<file path="config.mk">
export PLATFORM = sky130hd
export DESIGN_NAME = clk_park_seq
export DESIGN_NICKNAME = d
export VERILOG_FILES = /design/src/rtl/clk_park_pkg.sv /design/src/rtl/settle_timer.sv /design/src/rtl/req_hold.sv /design/src/rtl/clk_park_seq.sv
export SDC_FILE = /design/constraint.sdc
export NUM_CORES = 1
export LEC_CHECK = 0
export CORE_MARGIN = 1.5
export CORE_UTILIZATION = 55
export CTS_CLUSTER_DIAMETER = 150
export DETAILED_ROUTE_END_ITERATION = 16
export PLACE_DENSITY = 0.76
export SYNTH_ARGS = -nofsm -noshare
export SYNTH_HDL_FRONTEND = slang
export SYNTH_SLANG_ARGS = --single-unit
</file>
<file path="constraint.sdc">
create_clock -name clk -period 2 [get_ports clk]
set_input_delay 0.5 -clock clk [delete_from_list [all_inputs] [get_ports clk]]
set_output_delay 0.5 -clock clk [all_outputs]
set_load 0.02 [all_outputs]
</file>
<file path="src/rtl/clk_park_pkg.sv">
package clk_park_pkg;

    typedef enum logic [1:0] {
        PH_IDLE    = 2'd0,
        PH_PARK    = 2'd1,
        PH_RESTORE = 2'd2
    } phase_e;

    typedef struct packed {
        phase_e phase;
        logic   out_sel;
        logic   div_sel;
        logic   park_done;
        logic   restore_done;
    } seq_state_t;

    localparam int unsigned REQ_PARK    = 0;
    localparam int unsigned REQ_RESTORE = 1;
    localparam int unsigned NUM_REQ     = 2;

endpackage

</file>
<file path="src/rtl/settle_timer.sv">
module settle_timer #(
    parameter int unsigned CYCLES = 2400,
    parameter int unsigned CNT_W  = $clog2(CYCLES + 1)
) (
    input  logic clk,
    input  logic rst_n,
    input  logic load_i,
    output logic last_o
);

    logic [CNT_W-1:0] cnt_d, cnt_q;

    always_comb begin
        cnt_d = cnt_q;
        if (load_i) begin
            cnt_d = CNT_W'(CYCLES);
        end else if (cnt_q != '0) begin
            cnt_d = cnt_q - 1'b1;
        end
    end

    always_ff @(posedge clk or negedge rst_n) begin
        if (!rst_n) cnt_q <= '0;
        else        cnt_q <= cnt_d;
    end

    assign last_o = (cnt_q == CNT_W'(1));

    // the count never exceeds the programmed interval
    a_r5_cnt_range: assert property (@(posedge clk) disable iff (!rst_n)
        cnt_q <= CNT_W'(CYCLES));

    // a running count steps down by one each cycle unless reloaded
    a_r5_cnt_step: assert property (@(posedge clk) disable iff (!rst_n)
        (cnt_q > CNT_W'(1) && !load_i) |=> (cnt_q == $past(cnt_q) - 1'b1));

endmodule

</file>
<file path="src/rtl/req_hold.sv">
module req_hold (
    input  logic clk,
    input  logic rst_n,
    input  logic req_i,
    input  logic clr_i,
    output logic want_o
);

    logic pend_d, pend_q;

    always_comb begin
        pend_d = pend_q | req_i;
        if (clr_i) pend_d = 1'b0;
    end

    always_ff @(posedge clk or negedge rst_n) begin
        if (!rst_n) pend_q <= 1'b0;
        else        pend_q <= pend_d;
    end

    assign want_o = pend_q | req_i;

    // a held request stays held until it is consumed
    a_r7_hold: assert property (@(posedge clk) disable iff (!rst_n)
        (pend_q && !clr_i) |=> pend_q);

    // consuming a request leaves nothing pending on the next cycle
    a_r9_single: assert property (@(posedge clk) disable iff (!rst_n)
        clr_i |=> !pend_q);

endmodule

</file>
<file path="src/rtl/clk_park_seq.sv">
module clk_park_seq
    import clk_park_pkg::*;
#(
    parameter int unsigned SETTLE_CYCLES = 2400,
    localparam int unsigned CNT_W = $clog2(SETTLE_CYCLES + 1)
) (
    input  logic clk,
    input  logic rst_n,
    input  logic park_req_i,
    input  logic restore_req_i,
    output logic out_sel_o,
    output logic div_sel_o,
    output logic busy_o,
    output logic park_done_o,
    output logic restore_done_o
);

    seq_state_t st_d, st_q;
    logic [NUM_REQ-1:0] req_raw;
    logic [NUM_REQ-1:0] want;
    logic [NUM_REQ-1:0] clr;
    logic               tmr_load;
    logic               tmr_last;

    assign req_raw[REQ_PARK]    = park_req_i;
    assign req_raw[REQ_RESTORE] = restore_req_i;

    for (genvar g = 0; g < NUM_REQ; g++) begin : g_req
        req_hold u_hold (
            .clk    (clk),
            .rst_n  (rst_n),
            .req_i  (req_raw[g]),
            .clr_i  (clr[g]),
            .want_o (want[g])
        );
    end

    settle_timer #(
        .CYCLES (SETTLE_CYCLES),
        .CNT_W  (CNT_W)
    ) u_timer (
        .clk    (clk),
        .rst_n  (rst_n),
        .load_i (tmr_load),
        .last_o (tmr_last)
    );

    always_comb begin
        st_d              = st_q;
        st_d.park_done    = 1'b0;
        st_d.restore_done = 1'b0;
        tmr_load          = 1'b0;
        clr               = '0;
        unique case (st_q.phase)
            PH_IDLE: begin
                if (want[REQ_PARK]) begin
                    st_d.phase    = PH_PARK;
                    st_d.out_sel  = 1'b0;
                    tmr_load      = 1'b1;
                    clr[REQ_PARK] = 1'b1;
                end else if (want[REQ_RESTORE]) begin
                    st_d.phase       = PH_RESTORE;
                    st_d.out_sel     = 1'b1;
                    tmr_load         = 1'b1;
                    clr[REQ_RESTORE] = 1'b1;
                end
            end
            PH_PARK: begin
                if (tmr_last) begin
                    st_d.phase     = PH_IDLE;
                    st_d.div_sel   = 1'b1;
                    st_d.park_done = 1'b1;
                end
            end
            PH_RESTORE: begin
                if (tmr_last) begin
                    st_d.phase        = PH_IDLE;
                    st_d.restore_done = 1'b1;
                end
            end
            default: st_d.phase = PH_IDLE;
        endcase
    end

    always_ff @(posedge clk or negedge rst_n) begin
        if (!rst_n) begin
            st_q <= '{phase: PH_IDLE, out_sel: 1'b0, div_sel: 1'b0,
                      park_done: 1'b0, restore_done: 1'b0};
        end else begin
            st_q <= st_d;
        end
    end

    assign out_sel_o      = st_q.out_sel;
    assign div_sel_o      = st_q.div_sel;
    assign busy_o         = (st_q.phase != PH_IDLE);
    assign park_done_o    = st_q.park_done;
    assign restore_done_o = st_q.restore_done;

    // the output leaves the divider path only as a wait begins
    a_r2_park_enter: assert property (@(posedge clk) disable iff (!rst_n)
        $fell(out_sel_o) |-> busy_o);

    // the divider input stays put while a park wait runs
    a_r2_div_hold: assert property (@(posedge clk) disable iff (!rst_n)
        (busy_o && !out_sel_o && $past(busy_o)) |-> $stable(div_sel_o));

    // the divider input moves to the PLL only when a park phase ends
    a_r3_div_rise: assert property (@(posedge clk) disable iff (!rst_n)
        $rose(div_sel_o) |-> park_done_o);

    // restoring the output starts a wait
    a_r4_restore_enter: assert property (@(posedge clk) disable iff (!rst_n)
        $rose(out_sel_o) |-> busy_o);

    // done pulses last one cycle and mark the end of a wait
    a_r6_park_pulse: assert property (@(posedge clk) disable iff (!rst_n)
        park_done_o |=> !park_done_o);
    a_r6_restore_pulse: assert property (@(posedge clk) disable iff (!rst_n)
        restore_done_o |=> !restore_done_o);
    a_r6_done_on_fall: assert property (@(posedge clk) disable iff (!rst_n)
        (park_done_o || restore_done_o) |-> $fell(busy_o));
    a_r6_done_excl: assert property (@(posedge clk) disable iff (!rst_n)
        $onehot0({park_done_o, restore_done_o}));

    // a wait does not end before the timer reaches its last count
    a_r5_busy_hold: assert property (@(posedge clk) disable iff (!rst_n)
        (busy_o && !tmr_last) |=> busy_o);

endmodule

</file>
# Yosys cells after proc, flatten, opt, wreduce, memory -nomap -nowiden
# Cells that the tools add are included.
[totals]
register_bits = 20
inputBits = 4
output_inout_bits = 5
wordCells = 43
[op_classes]
n_addsub = 1
n_eq_ne = 5
mux = 18
bitwise = 2
reduce_logical = 9
[op_table]
columns = ["cell", "count"]
rows = [
  ["$mux W12", 2],
  ["$eq A12 B1 Y1 const B", 1],
  ["$reduce_bool A12 Y1", 1],
  ["$sub A12 B1 Y12 const B", 1],
  ["$mux W1", 11],
  ["$mux W3", 2],
  ["$reduce_and A2 Y1", 3],
  ["$reduce_bool A2 Y1", 3],
  ["$mux W2", 2],
  ["$pmux W2 S2", 1],
  ["$ne A3 B1 Y1 const B", 1],
  ["$eq A2 B1 Y1 const B", 1],
  ["$eq A2 B2 Y1 const B", 1],
  ["$logic_not A2 Y1", 1],
  ["$ne A2 B1 Y1 const B", 1],
  ["$or A1 B1 Y1", 2],
  ["$reduce_or A2 Y1", 1],
]

# Logic depth before layout (Yosys ltp)
# Gate-level depths: netlist of run 1.
[logic_depth]
word_depth = 5
ltp_mapped = 7
depth_no_buf = 6

# Cells and area by module
# Synthesis of run 1 repeated with hierarchy kept, for this count alone.
[unflattened]
hier_cells = 100
area_unflattened_um2 = 1096.1
[modules_own_cells]
columns = ["module", "instances", "cells_per_inst", "area_per_inst_um2", "seq_area_each_um2"]
rows = [
  ["settle_timer", 1, 65, 691.9, 300.3],
  ["clk_park_seq", 1, 29, 321.6, 150.1],
  ["req_hold", 2, 3, 41.3, 25.0],
]

# Worst setup path before layout of run 1
# No wires, ideal clock.
[synth_timing]
kind = "register -> register"
from = "register st_q[4] in the netlist's numbering"
to = "register u_timer.cnt_q[3]"
setup_ps = 120
t_arrival_ps = 1569
t_required_ps = 1880
setup_slack_ps = 311
stages_incl_launch_ff = 8
path_buffers = 1
period_less_slack_ps = 1689
cell_sequence = "dfrtp_1 > inv_1 > ha_1 > inv_1 > a21oi_1 > clkbuf_1 > nor2_1 > a31o_2"
[synth_via]
elab_chain_cells = 3
word_cells_on_any_way = 4
classes_between = "mux: 2; reduce/logical: 2"
[synth_rtl]
columns = ["element", "line", "source"]
rows = [
  ["start: declaration", "clk_park_seq.sv:18", "seq_state_t st_d, st_q;"],
  ["start signal: assignment", "clk_park_seq.sv:87", "st_q <= '{phase: PH_IDLE, out_sel: 1'b0, div_sel: 1'b0,"],
  ["start signal: assignment", "clk_park_seq.sv:90", "st_q <= st_d;"],
  ["$logic_not A2 Y1 (*)", "clk_park_seq.sv:54", "unique case (st_q.phase)"],
  ["$mux W1 (*)", "clk_park_seq.sv:54", ""],
  ["$mux W12 / $reduce_bool A2 Y1 (equally long branches)", "-", ""],
  ["end signal: assignment", "settle_timer.sv:24", "else cnt_q <= cnt_d;"],
  ["end: declaration", "settle_timer.sv:11", "logic [CNT_W-1:0] cnt_d, cnt_q;"],
]
# Mark *: on every way between the ends. The rest lies on a longest branch, timed or not.
# A chain may end at the register's enable or synchronous reset.

# Worst setup path after layout of run 1
[layout_timing]
from = "register st_q[4] in the netlist's numbering"
to = "output busy_o"
[layout_via]
elab_chain_cells = 1
[layout_rtl]
columns = ["element", "line", "source"]
rows = [
  ["$reduce_bool A2 Y1", "clk_park_seq.sv:96", "assign busy_o = (st_q.phase != PH_IDLE);"],
  ["end: declaration", "clk_park_seq.sv:13", "output logic busy_o,"],
]
# No other way between the ends.

==> results of run 1 <==
layout make-up:
cell class,instances,share of cell area
clock buffer,3,0.0180
inverter,7,0.0210
timing repair buffer,17,0.114
sequential,20,0.401
tap,25,0.0251
multi-input combinational,80,0.421
how the worst max path moves through the flow:
stage / to / start / slack, ns
after global routing: u_timer.cnt_q[9] / u_timer.cnt_q[1] / 0.13
after CTS: busy_o / st_q[4] / 0.07
after global placement: u_timer.cnt_q[4] / park_req_i / 0.13
after floorplan: u_timer.cnt_q[3] / st_q[4] / 0.31
after detailed placement: busy_o / st_q[4] / 0.12
final: busy_o / st_q[4] / 0.22
kinds of logic (layout without fill, tap and decap cells):
logic type               count (synthesis)  in the layout  share of synthesized area
AO/OA/AOI/OAI                           22             22                      0.139
XOR/XNOR                                 2              2                     0.0167
adder cells (fa/ha/maj)                  6              6                     0.0714
buffers and inverters                    8             27                     0.0286
flip-flops                              20             20                      0.476
multiplexers                             2              2                     0.0190
AND/OR/NAND/NOR                         48             48                      0.249
layout by cell type (no fill, tap or decap), drive strengths merged, types with 2 or more instances in the layout:
| cell | netlist | routed |
|---|---|---|
| dfrtp | 20 | 20 |
| nor2 | 18 | 18 |
| a21oi | 9 | 9 |
| buf | 0 | 9 |
| nand2 | 8 | 8 |
| inv | 7 | 7 |
| clkdlybuf4s50 | 0 | 7 |
| ha | 6 | 6 |
| nor4 | 4 | 4 |
| clkbuf | 1 | 4 |
| nand4 | 3 | 3 |
| o21ai | 3 | 3 |
| nor3b | 3 | 3 |
| or2 | 2 | 2 |
| nand3 | 2 | 2 |
| or3 | 2 | 2 |
| mux2i | 2 | 2 |
timing repair:
item | CTS | global route
pin swaps | 0 | 1
buffers inserted | 0 | 1
setup endpoints to repair | 1 | 5
resized for setup | 1 | 3
through the flow:
stage               hold WS [ns]  power [mW]
finish                     0.474        1.58
global route               0.505        1.71
CTS                        0.482        1.58
detailed placement         0.457        1.40
global placement           0.452        1.36
floorplan                  0.204        1.10
routing by layer:
metal  global-route usage  part of all wire
met3               0.0353             0.024
met2                0.367              0.50
met5                    0                 0
met4               0.0500            0.0029
met1                0.292              0.47
sequential cells by signal, indices dropped and copies added, names as in the netlist:
register / count
restore_done_o: 1
st_q: 2
park_done_o: 1
g_req.u_hold.pend_q: 2
out_sel_o: 1
u_timer.cnt_q: 12
div_sel_o: 1
power groups by stage:
stage	logic, mW	clock network, mW	registers (mW)
after global placement	0.752	0	0.608
after floorplan	0.485	0	0.616
after CTS	0.783	0.190	0.606
after global routing	0.882	0.207	0.621
after detailed placement	0.786	0	0.615
final	0.782	0.188	0.609
==> flow_metrics.py, run 1 <==
metrics = {
    "outcome": {
        "outcome": "completed",
    },
    "critical_path": {
        "r2r_cells": 6,
        "path_depth": 4,
        "worst_path_most_repeated_cell": "inv_1",
        "critical_path_arrival_ns": 1.28,
        "cp-end-kind": "output port",
        "cp_cell_sequence": "inv_1 > ha_1 > inv_1 > clkbuf_2",
        "path_delay_family": "flip-flops",
        "reg2reg_to": "u_timer.cnt_q[11]",
        "start_kind": "flip-flop",
        "startpoint_of_the_most_critical_register_to_register_path": "u_timer.cnt_q[1]",
        "worstPathRequired_ns": 1.50,
        "critical_path.max_stage_delay_ns": 0.40,
        "setup.reg_to_reg.worst_slack_ns": 0.23,
        "timing.critical_path.buf_inv": 3,
        "worstPathMaxFanout": 5,
        "worst-setup-path-type": "reg2out",
        "critical-path-slowest-cell": "dfrtp_1",
    },
    "yosys": {
        "synth_enable_flop_cells": 0,
        "avg_synthesized_cell_area_um2": 9.73,
        "postSynthNetCount": 118,
        "yosysMostFrequentCell": "dfrtp_1",
        "synth-seq-area-share": 0.476,
        "synth.cell_area_um2": 1050,
        "synth_cell_types": 36,
        "synth_async_sr_flop_share": 1.00,
        "dominantRegCellSynth": "dfrtp_1",
        "synth_top_area_frac": 0.476,
        "yosys-top-cells-count": "dfrtp_1, nor2_1, a21oi_1",
        "yosysTopAreaCell": "dfrtp_1",
        "synth_area_leaders": "dfrtp_1, ha_1, nor2_1",
        "yosysWarningCount": 0,
        "post_synth_inst_count": 108,
        "yosys_register_bits": 20,
    },
    "layout": {
        "drive_gt1_frac": 0.157,
        "nets": 139,
        "layout.filler_cells": 153,
        "postLayoutCellArea_um2": 1250,
        "flow.area_growth_from_synthesis_pct": 18.8,
        "final_cells": 152,
        "multi_input_area_um2": 526,
        "diodes": 0,
        "regArea_um2": 500,
        "postLayoutCoreUtil": 0.708,
    },
    "placement": {
        "final_weighted_congestion_in_routability_driven_placement": 0.757,
        "dpl-instance-area_um2": 1220,
        "dp.cells": 148,
        "dp_slack_ns": 0.122,
        "placement.io_buffers": 8,
        "post-dp-hpwl_mm": 1.53,
    },
    "sta": {
        "final-hold-violation-count": 0,
        "achievable_freq_mhz": 563,
        "grt_setup_unrepaired": "no",
        "setup_violations": 0,
        "maxSlewHeadroom": 0.746,
        "clock-skew-final_ns": 0.00339,
        "timing.final.max_slew_violations": 0,
        "final.period_utilization": 0.889,
        "setup_total_negative_slack_ns": 0,
        "fin_ws_ns": 0.223,
        "fin_crit_ns": 1.78,
        "worstMarginPinSlew_ns": 0.377,
    },
    "global_routing": {
        "grt_usage": 0.216,
        "grt.overflow.total": 0,
        "largest_net_degree_at_the_start_of_global_routing": 21,
        "global_route_wire_length_before_repair_mm": 3.33,
        "grt_pass1_vias": 774,
        "grt_antenna_before_repair": 0,
    },
    "job": {
        "max_cap_violations": 0,
    },
    "floorplanning": {
        "initial_core_util": 0.596,
        "fp.dieW_um": 46.7,
        "die_area_um2": 2180,
        "boundaryPins": 9,
        "placementRows": 15,
        "die_h_um": 46.7,
        "fp.coreArea_um2": 1760,
    },
    "power": {
        "power_per_cell_area_nw_per_um2": 1260,
        "combPwrFrac": 0.495,
        "swShare": 0.397,
        "power.ir.vdd_worst_v": 0.000873,
        "power_report.internal_total_uw": 952,
        "netSwitchingPower_uw": 627,
        "total_leakage_power_nw": 0.555,
        "clockPowerShare": 0.119,
        "share_seq_of_total_power": 0.386,
    },
    "worst_hold_path": {
        "worst_hold_startpoint": "div_sel_o",
        "hold_end": "div_sel_o",
        "min-delay-path-class": "reg2reg",
        "min_path_cells": 1,
    },
    "clock_network": {
        "clock_sink_count": 20,
        "clkSlewWorstSetupHoldPaths_ns": 0.11,
        "inserted_clock_buffers": 3,
        "root_buffer": "clkbuf_4",
        "ctsHtreeMaxLevel": 1,
        "worst_skew_pair_later_pin_latency_ns": 0.29,
        "tritoncts": "built",
        "clk_path_buf_depth": 2,
        "number_of_buffers_inserted_by_hold_repair_at_cts": 0,
    },
    "drt": {
        "drt_drc_violations_left": 0,
        "drtPass1Iterations": 4,
        "drt.antenna.violating_nets": 0,
        "total_wirelength_of_the_detailed_routed_design_mm": 2.05,
        "drt_iter0_drc": 17,
        "vias": 837,
        "routed_wire_length_per_instance_um": 13.5,
        "routed_via_density": 5.51,
    },
}
(Power assumes the default switching activity.)
==> inputs of run 2 (changes only) <==
==> constraint.sdc (replaced) <==
create_clock -name clk -period 1.9 [get_ports clk]
set_input_delay 0.475 -clock clk [delete_from_list [all_inputs] [get_ports clk]]
set_output_delay 0.475 -clock clk [all_outputs]
set_load 0.02 [all_outputs]
==> flow_metrics.py, run 2 (synthesis results as in run 1) <==
metrics = {
    "clock_network": {
        "ctsHtreeMaxLevel": 1,
        "clk_path_buf_depth": 2,
        "inserted_clock_buffers": 3,
        "tritoncts": "built",
        "clkSlewWorstSetupHoldPaths_ns": 0.11,
        "worst_skew_pair_later_pin_latency_ns": 0.30,
        "clock_sink_count": 20,
        "root_buffer": "clkbuf_4",
    },
    "floorplanning": {
        "boundaryPins": 9,
        "fp.dieW_um": 46.7,
        "placementRows": 15,
        "fp.coreArea_um2": 1760,
        "die_h_um": 46.7,
        "die_area_um2": 2180,
        "initial_core_util": 0.596,
    },
    "critical_path": {
        "cp-end-kind": "output port",
        "critical_path_arrival_ns": 1.34,
        "worst-setup-path-type": "reg2out",
        "worstPathRequired_ns": 1.42,
        "start_kind": "flip-flop",
        "worstPathMaxFanout": 3,
    },
    "global_routing": {
        "largest_net_degree_at_the_start_of_global_routing": 21,
        "global_route_wire_length_before_repair_mm": 3.75,
        "grt.overflow.total": 0,
        "grt_pass1_vias": 886,
        "grt_usage": 0.248,
        "grt_antenna_before_repair": 0,
    },
    "layout": {
        "largest_registers": "u_timer.cnt_q x12, g_req.u_hold.pend_q x2, st_q x2",
        "diodes": 0,
        "drive_gt1_frac": 0.174,
        "nets": 143,
        "number_of_flip_flops_under_the_largest_register_name": 12,
        "flow.area_growth_from_synthesis_pct": 23.0,
        "postLayoutCoreUtil": 0.733,
        "layout.cells.most_common": "dfrtp_1",
        "most-common-layout-cells": "dfrtp_1, nor2_1, buf_4",
        "top_register": "u_timer.cnt_q",
        "postLayoutCellArea_um2": 1290,
    },
    "power": {
        "power_per_cell_area_nw_per_um2": 1370,
        "total_power_mw": 1.77,
        "total_leakage_power_nw": 0.581,
        "power.ir.vdd_worst_v": 0.000766,
    },
    "sta": {
        "fin_crit_ns": 1.82,
        "maxSlewHeadroom": 0.699,
        "timing.final.max_slew_violations": 0,
        "grt_setup_unrepaired": "no",
        "worstMarginPinSlew_ns": 0.446,
        "setup_violations": 0,
        "final.period_utilization": 0.956,
        "achievable_freq_mhz": 551,
        "setup_total_negative_slack_ns": 0,
        "final.hold.worst_slack_ns": 0.480,
        "clock-skew-final_ns": 0.00870,
        "final-hold-violation-count": 0,
    },
    "drt": {
        "drt_iter0_drc": 26,
        "vias": 939,
        "drtPass1Iterations": 4,
        "total_wirelength_of_the_detailed_routed_design_mm": 2.29,
        "routed_wire_length_per_instance_um": 14.6,
        "drt_drc_violations_left": 0,
        "drt.antenna.violating_nets": 0,
        "routed_via_density": 5.98,
    },
    "placement": {
        "dpl-instance-area_um2": 1250,
        "placement.io_buffers": 8,
        "post-dp-hpwl_mm": 1.66,
        "final_weighted_congestion_in_routability_driven_placement": 0.804,
    },
    "outcome": {
        "outcome": "completed",
    },
    "worst_hold_path": {
        "min-delay-path-class": "reg2reg",
    },
    "job": {
        "max_cap_violations": 0,
    },
}
[run 2: cell types whose count changed in the layout (fill, tap and decap cells not counted), sizes merged]
cell	change
buf	+4
clkdlybuf4s15	+1
[run 2: per-layer routing]
layer / global-route usage / wire (um)
met3: 0.0510 / 125
met4: 0.122 / 41
met5: 0 / 0
met2: 0.447 / 1190
met1: 0.275 / 935
[run 2: repair_timing]
action / CTS / global route
hold buffers: 0 / 0
setup buffers: 0 / 1
endpoints found under the hold margin: 0 / 0
pin swaps: 0 / 1
setup endpoints to repair: 1 / 2
resized for setup: 1 / 1
[run 2: path summary, 6_finish.rpt]
kind / startpoint / to / slack (ns) / depth (start not counted)
hold reg to reg: div_sel_o / div_sel_o / 0.48 / 1
max in group asynchronous: rst_n / st_q[4] / 1.19 / 2
setup / recovery: st_q[5] / busy_o / 0.08 / 4
setup reg to reg: u_timer.cnt_q[1] / u_timer.cnt_q[8] / 0.13 / 7
hold / removal: div_sel_o / div_sel_o / 0.48 / 1
min in group asynchronous: rst_n / u_timer.cnt_q[0] / 0.50 / 2
[run 2: cell type report]
cell class                 count  area, um^2
multi-input combinational     80         520
sequential                    20         500
fill                         154         472
timing repair buffer          21         178
clock buffer                   4        36.3
tap                           25        31.3
inverter                       7        26.3
[run 2: worst max-delay path, stage by stage, from the launching register on]
cell and delay (ns):
dfrtp_1 0.41, inv_1 0.07, ha_1 0.19, inv_1 0.07, clkdlybuf4s15_1 0.30
[run 2: stage by stage]
step	instances	setup slack, ns
4_1_cts	156	0.0438
3_3_place_gp	152	0.0539
6_report	157	0.0837
5_1_grt	157	0.00222
3_5_place_dp	152	-0.0907
2_1_floorplan	108	0.211
[run 2: report_power, final]
group / switching [mW] / internal (mW)
Clock: 0.130 / 0.117
Sequential: 0.0998 / 0.537
Combinational: 0.461 / 0.422
Total: 0.691 / 1.08
==> inputs of run 3 (changes only) <==
--- a/config.mk
+++ b/config.mk
@@ -6,10 +6,9 @@
 export NUM_CORES = 1
 export LEC_CHECK = 0
 export CORE_MARGIN = 1.5
-export CORE_UTILIZATION = 55
+export CORE_UTILIZATION = 45
 export CTS_CLUSTER_DIAMETER = 150
 export DETAILED_ROUTE_END_ITERATION = 16
-export PLACE_DENSITY = 0.76
 export SYNTH_ARGS = -nofsm -noshare
 export SYNTH_HDL_FRONTEND = slang
 export SYNTH_SLANG_ARGS = --single-unit
==> flow_metrics.py, run 3 (synthesis results as in run 1) <==
metrics = {
    "placement": {
        "post-dp-hpwl_mm": 1.52,
        "final_weighted_congestion_in_routability_driven_placement": 0.748,
        "placement.io_buffers": 8,
        "dp.cells": 155,
        "dp_slack_ns": 0.0486,
    },
    "sta": {
        "achievable_freq_mhz": 576,
        "maxSlewHeadroom": 0.726,
        "setup_total_negative_slack_ns": 0,
        "grt_setup_unrepaired": "no",
        "setup_violations": 0,
        "final-hold-violation-count": 0,
        "final.period_utilization": 0.914,
        "clock-skew-final_ns": 0.00221,
        "fin_crit_ns": 1.74,
        "timing.final.max_slew_violations": 0,
        "worstMarginPinSlew_ns": 0.410,
        "fin_ws_ns": 0.163,
    },
    "power": {
        "netSwitchingPower_uw": 666,
        "total_power_mw": 1.73,
        "swShare": 0.384,
        "combPwrFrac": 0.494,
        "power.ir.vdd_worst_v": 0.000980,
        "share_seq_of_total_power": 0.364,
        "clockPowerShare": 0.142,
        "total_leakage_power_nw": 0.579,
        "power_report.internal_total_mw": 1.07,
        "power_per_cell_area_nw_per_um2": 1340,
    },
    "critical_path": {
        "path_depth": 1,
        "critical-path-slowest-cell": "clkdlybuf4s50_1",
        "critical_path.max_stage_delay_ns": 0.61,
        "worstSetupStartpoint": "out_sel_o",
        "path_delay_family": "buffers and inverters",
        "r2r_cells": 6,
        "timing.critical_path.buf_inv": 1,
        "cp-end-kind": "output port",
        "cp_cell_sequence": "clkdlybuf4s50_1",
        "startpoint_of_the_most_critical_register_to_register_path": "u_timer.cnt_q[1]",
        "cp-endpoint": "out_sel_o",
        "setup.reg_to_reg.worst_slack_ns": 0.19,
        "worstPathMaxFanout": 2,
        "worstPathRequired_ns": 1.42,
        "critical_path_arrival_ns": 1.26,
        "reg2reg_to": "u_timer.cnt_q[11]",
        "start_kind": "flip-flop",
        "worst-setup-path-type": "reg2out",
    },
    "clock_network": {
        "tritoncts": "built",
        "clkSlewWorstSetupHoldPaths_ns": 0.11,
        "worst_skew_pair_later_pin_latency_ns": 0.29,
        "ctsHtreeMaxLevel": 1,
        "root_buffer": "clkbuf_4",
        "clk_path_buf_depth": 2,
        "number_of_buffers_inserted_by_hold_repair_at_cts": 0,
        "clock_sink_count": 20,
        "inserted_clock_buffers": 3,
    },
    "layout": {
        "nets": 143,
        "regArea_um2": 500,
        "largest_registers": "u_timer.cnt_q x12, g_req.u_hold.pend_q x2, st_q x2",
        "layout.cells.most_common": "dfrtp_1",
        "flow.area_growth_from_synthesis_pct": 22.9,
        "top_register": "u_timer.cnt_q",
        "layout.filler_cells": 205,
        "drive_gt1_frac": 0.182,
        "number_of_flip_flops_under_the_largest_register_name": 12,
        "most-common-layout-cells": "dfrtp_1, nor2_1, buf_4",
        "final_cells": 160,
        "postLayoutCoreUtil": 0.584,
        "diodes": 0,
        "multi_input_area_um2": 520,
    },
    "global_routing": {
        "largest_net_degree_at_the_start_of_global_routing": 21,
        "global_route_wire_length_before_repair_mm": 3.66,
        "grt_pass1_vias": 821,
        "grt_usage": 0.191,
        "grt.overflow.total": 0,
        "grt_antenna_before_repair": 0,
    },
    "floorplanning": {
        "initial_core_util": 0.475,
        "die_h_um": 51.3,
        "fp.coreArea_um2": 2210,
        "die_area_um2": 2630,
        "fp.dieW_um": 51.3,
        "boundaryPins": 9,
        "placementRows": 17,
    },
    "job": {
        "max_cap_violations": 0,
    },
    "outcome": {
        "outcome": "completed",
    },
    "worst_hold_path": {
        "min-delay-path-class": "reg2reg",
    },
    "drt": {
        "drt.antenna.violating_nets": 0,
        "drtPass1Iterations": 4,
        "drt_drc_violations_left": 0,
        "drt_iter0_drc": 14,
        "total_wirelength_of_the_detailed_routed_design_mm": 2.00,
        "routed_wire_length_per_instance_um": 12.5,
        "routed_via_density": 5.28,
        "vias": 845,
    },
}
run 3: changes by cell type in the layout (fill, tap and decap cells not counted):
| cell | previous run | this run |
|---|---|---|
| clkbuf_2 | 0 | 1 |
| clkdlybuf4s15_1 | 1 | 0 |
run 3: power by group through the flow:
| stage | logic [mW] | clock network (mW) | registers (mW) |
|---|---|---|---|
| after global routing | 0.974 | 0.272 | 0.646 |
| after global placement | 0.852 | 0 | 0.636 |
| after detailed placement | 0.877 | 0 | 0.641 |
| after CTS | 0.871 | 0.257 | 0.630 |
| final | 0.856 | 0.246 | 0.631 |
| after floorplan | 0.511 | 0 | 0.648 |
run 3: cell type report:
| class | instances | area share |
|---|---|---|
| Inverter | 7 | 0.0203 |
| Multi-Input combinational cell | 80 | 0.403 |
| Timing Repair Buffer | 21 | 0.134 |
| Tap cell | 28 | 0.0271 |
| Clock buffer | 4 | 0.0281 |
| Sequential cell | 20 | 0.388 |
run 3: layer usage:
| metal | track usage | up-vias | share of wire |
|---|---|---|---|
| met5 | 0 | - | 0 |
| met4 | 0.0789 | 0 | 0.0085 |
| met3 | 0.0351 | 2 | 0.020 |
| met2 | 0.312 | 7 | 0.49 |
| met1 | 0.250 | 399 | 0.48 |
| li1 | - | 437 | - |
run 3: timing repair:
item                                    CTS  global route
gates resized for setup                   1             2
buffers inserted                          0             1
endpoints found under the setup margin    1             2
endpoints found under the hold margin     0             0
pin swaps                                 0             1
run 3: through the flow:
stage	hold WS, ns	area, um^2
detailed placement	0.462	1250
global route	0.497	1290
floorplan	0.179	1050
finish	0.482	1290
CTS	0.490	1290
global placement	0.454	1250
run 3: worst min-delay path by stage:
stage                         start        end  slack, ns  cells past startpoint
after floorplan               rst_n  div_sel_o       0.18                      0
after global placement    div_sel_o  div_sel_o       0.45                      1
after detailed placement  div_sel_o  div_sel_o       0.46                      1
after CTS                     rst_n    st_q[5]       0.49                      2
after global routing      div_sel_o  div_sel_o       0.50                      1
final                     div_sel_o  div_sel_o       0.48                      1
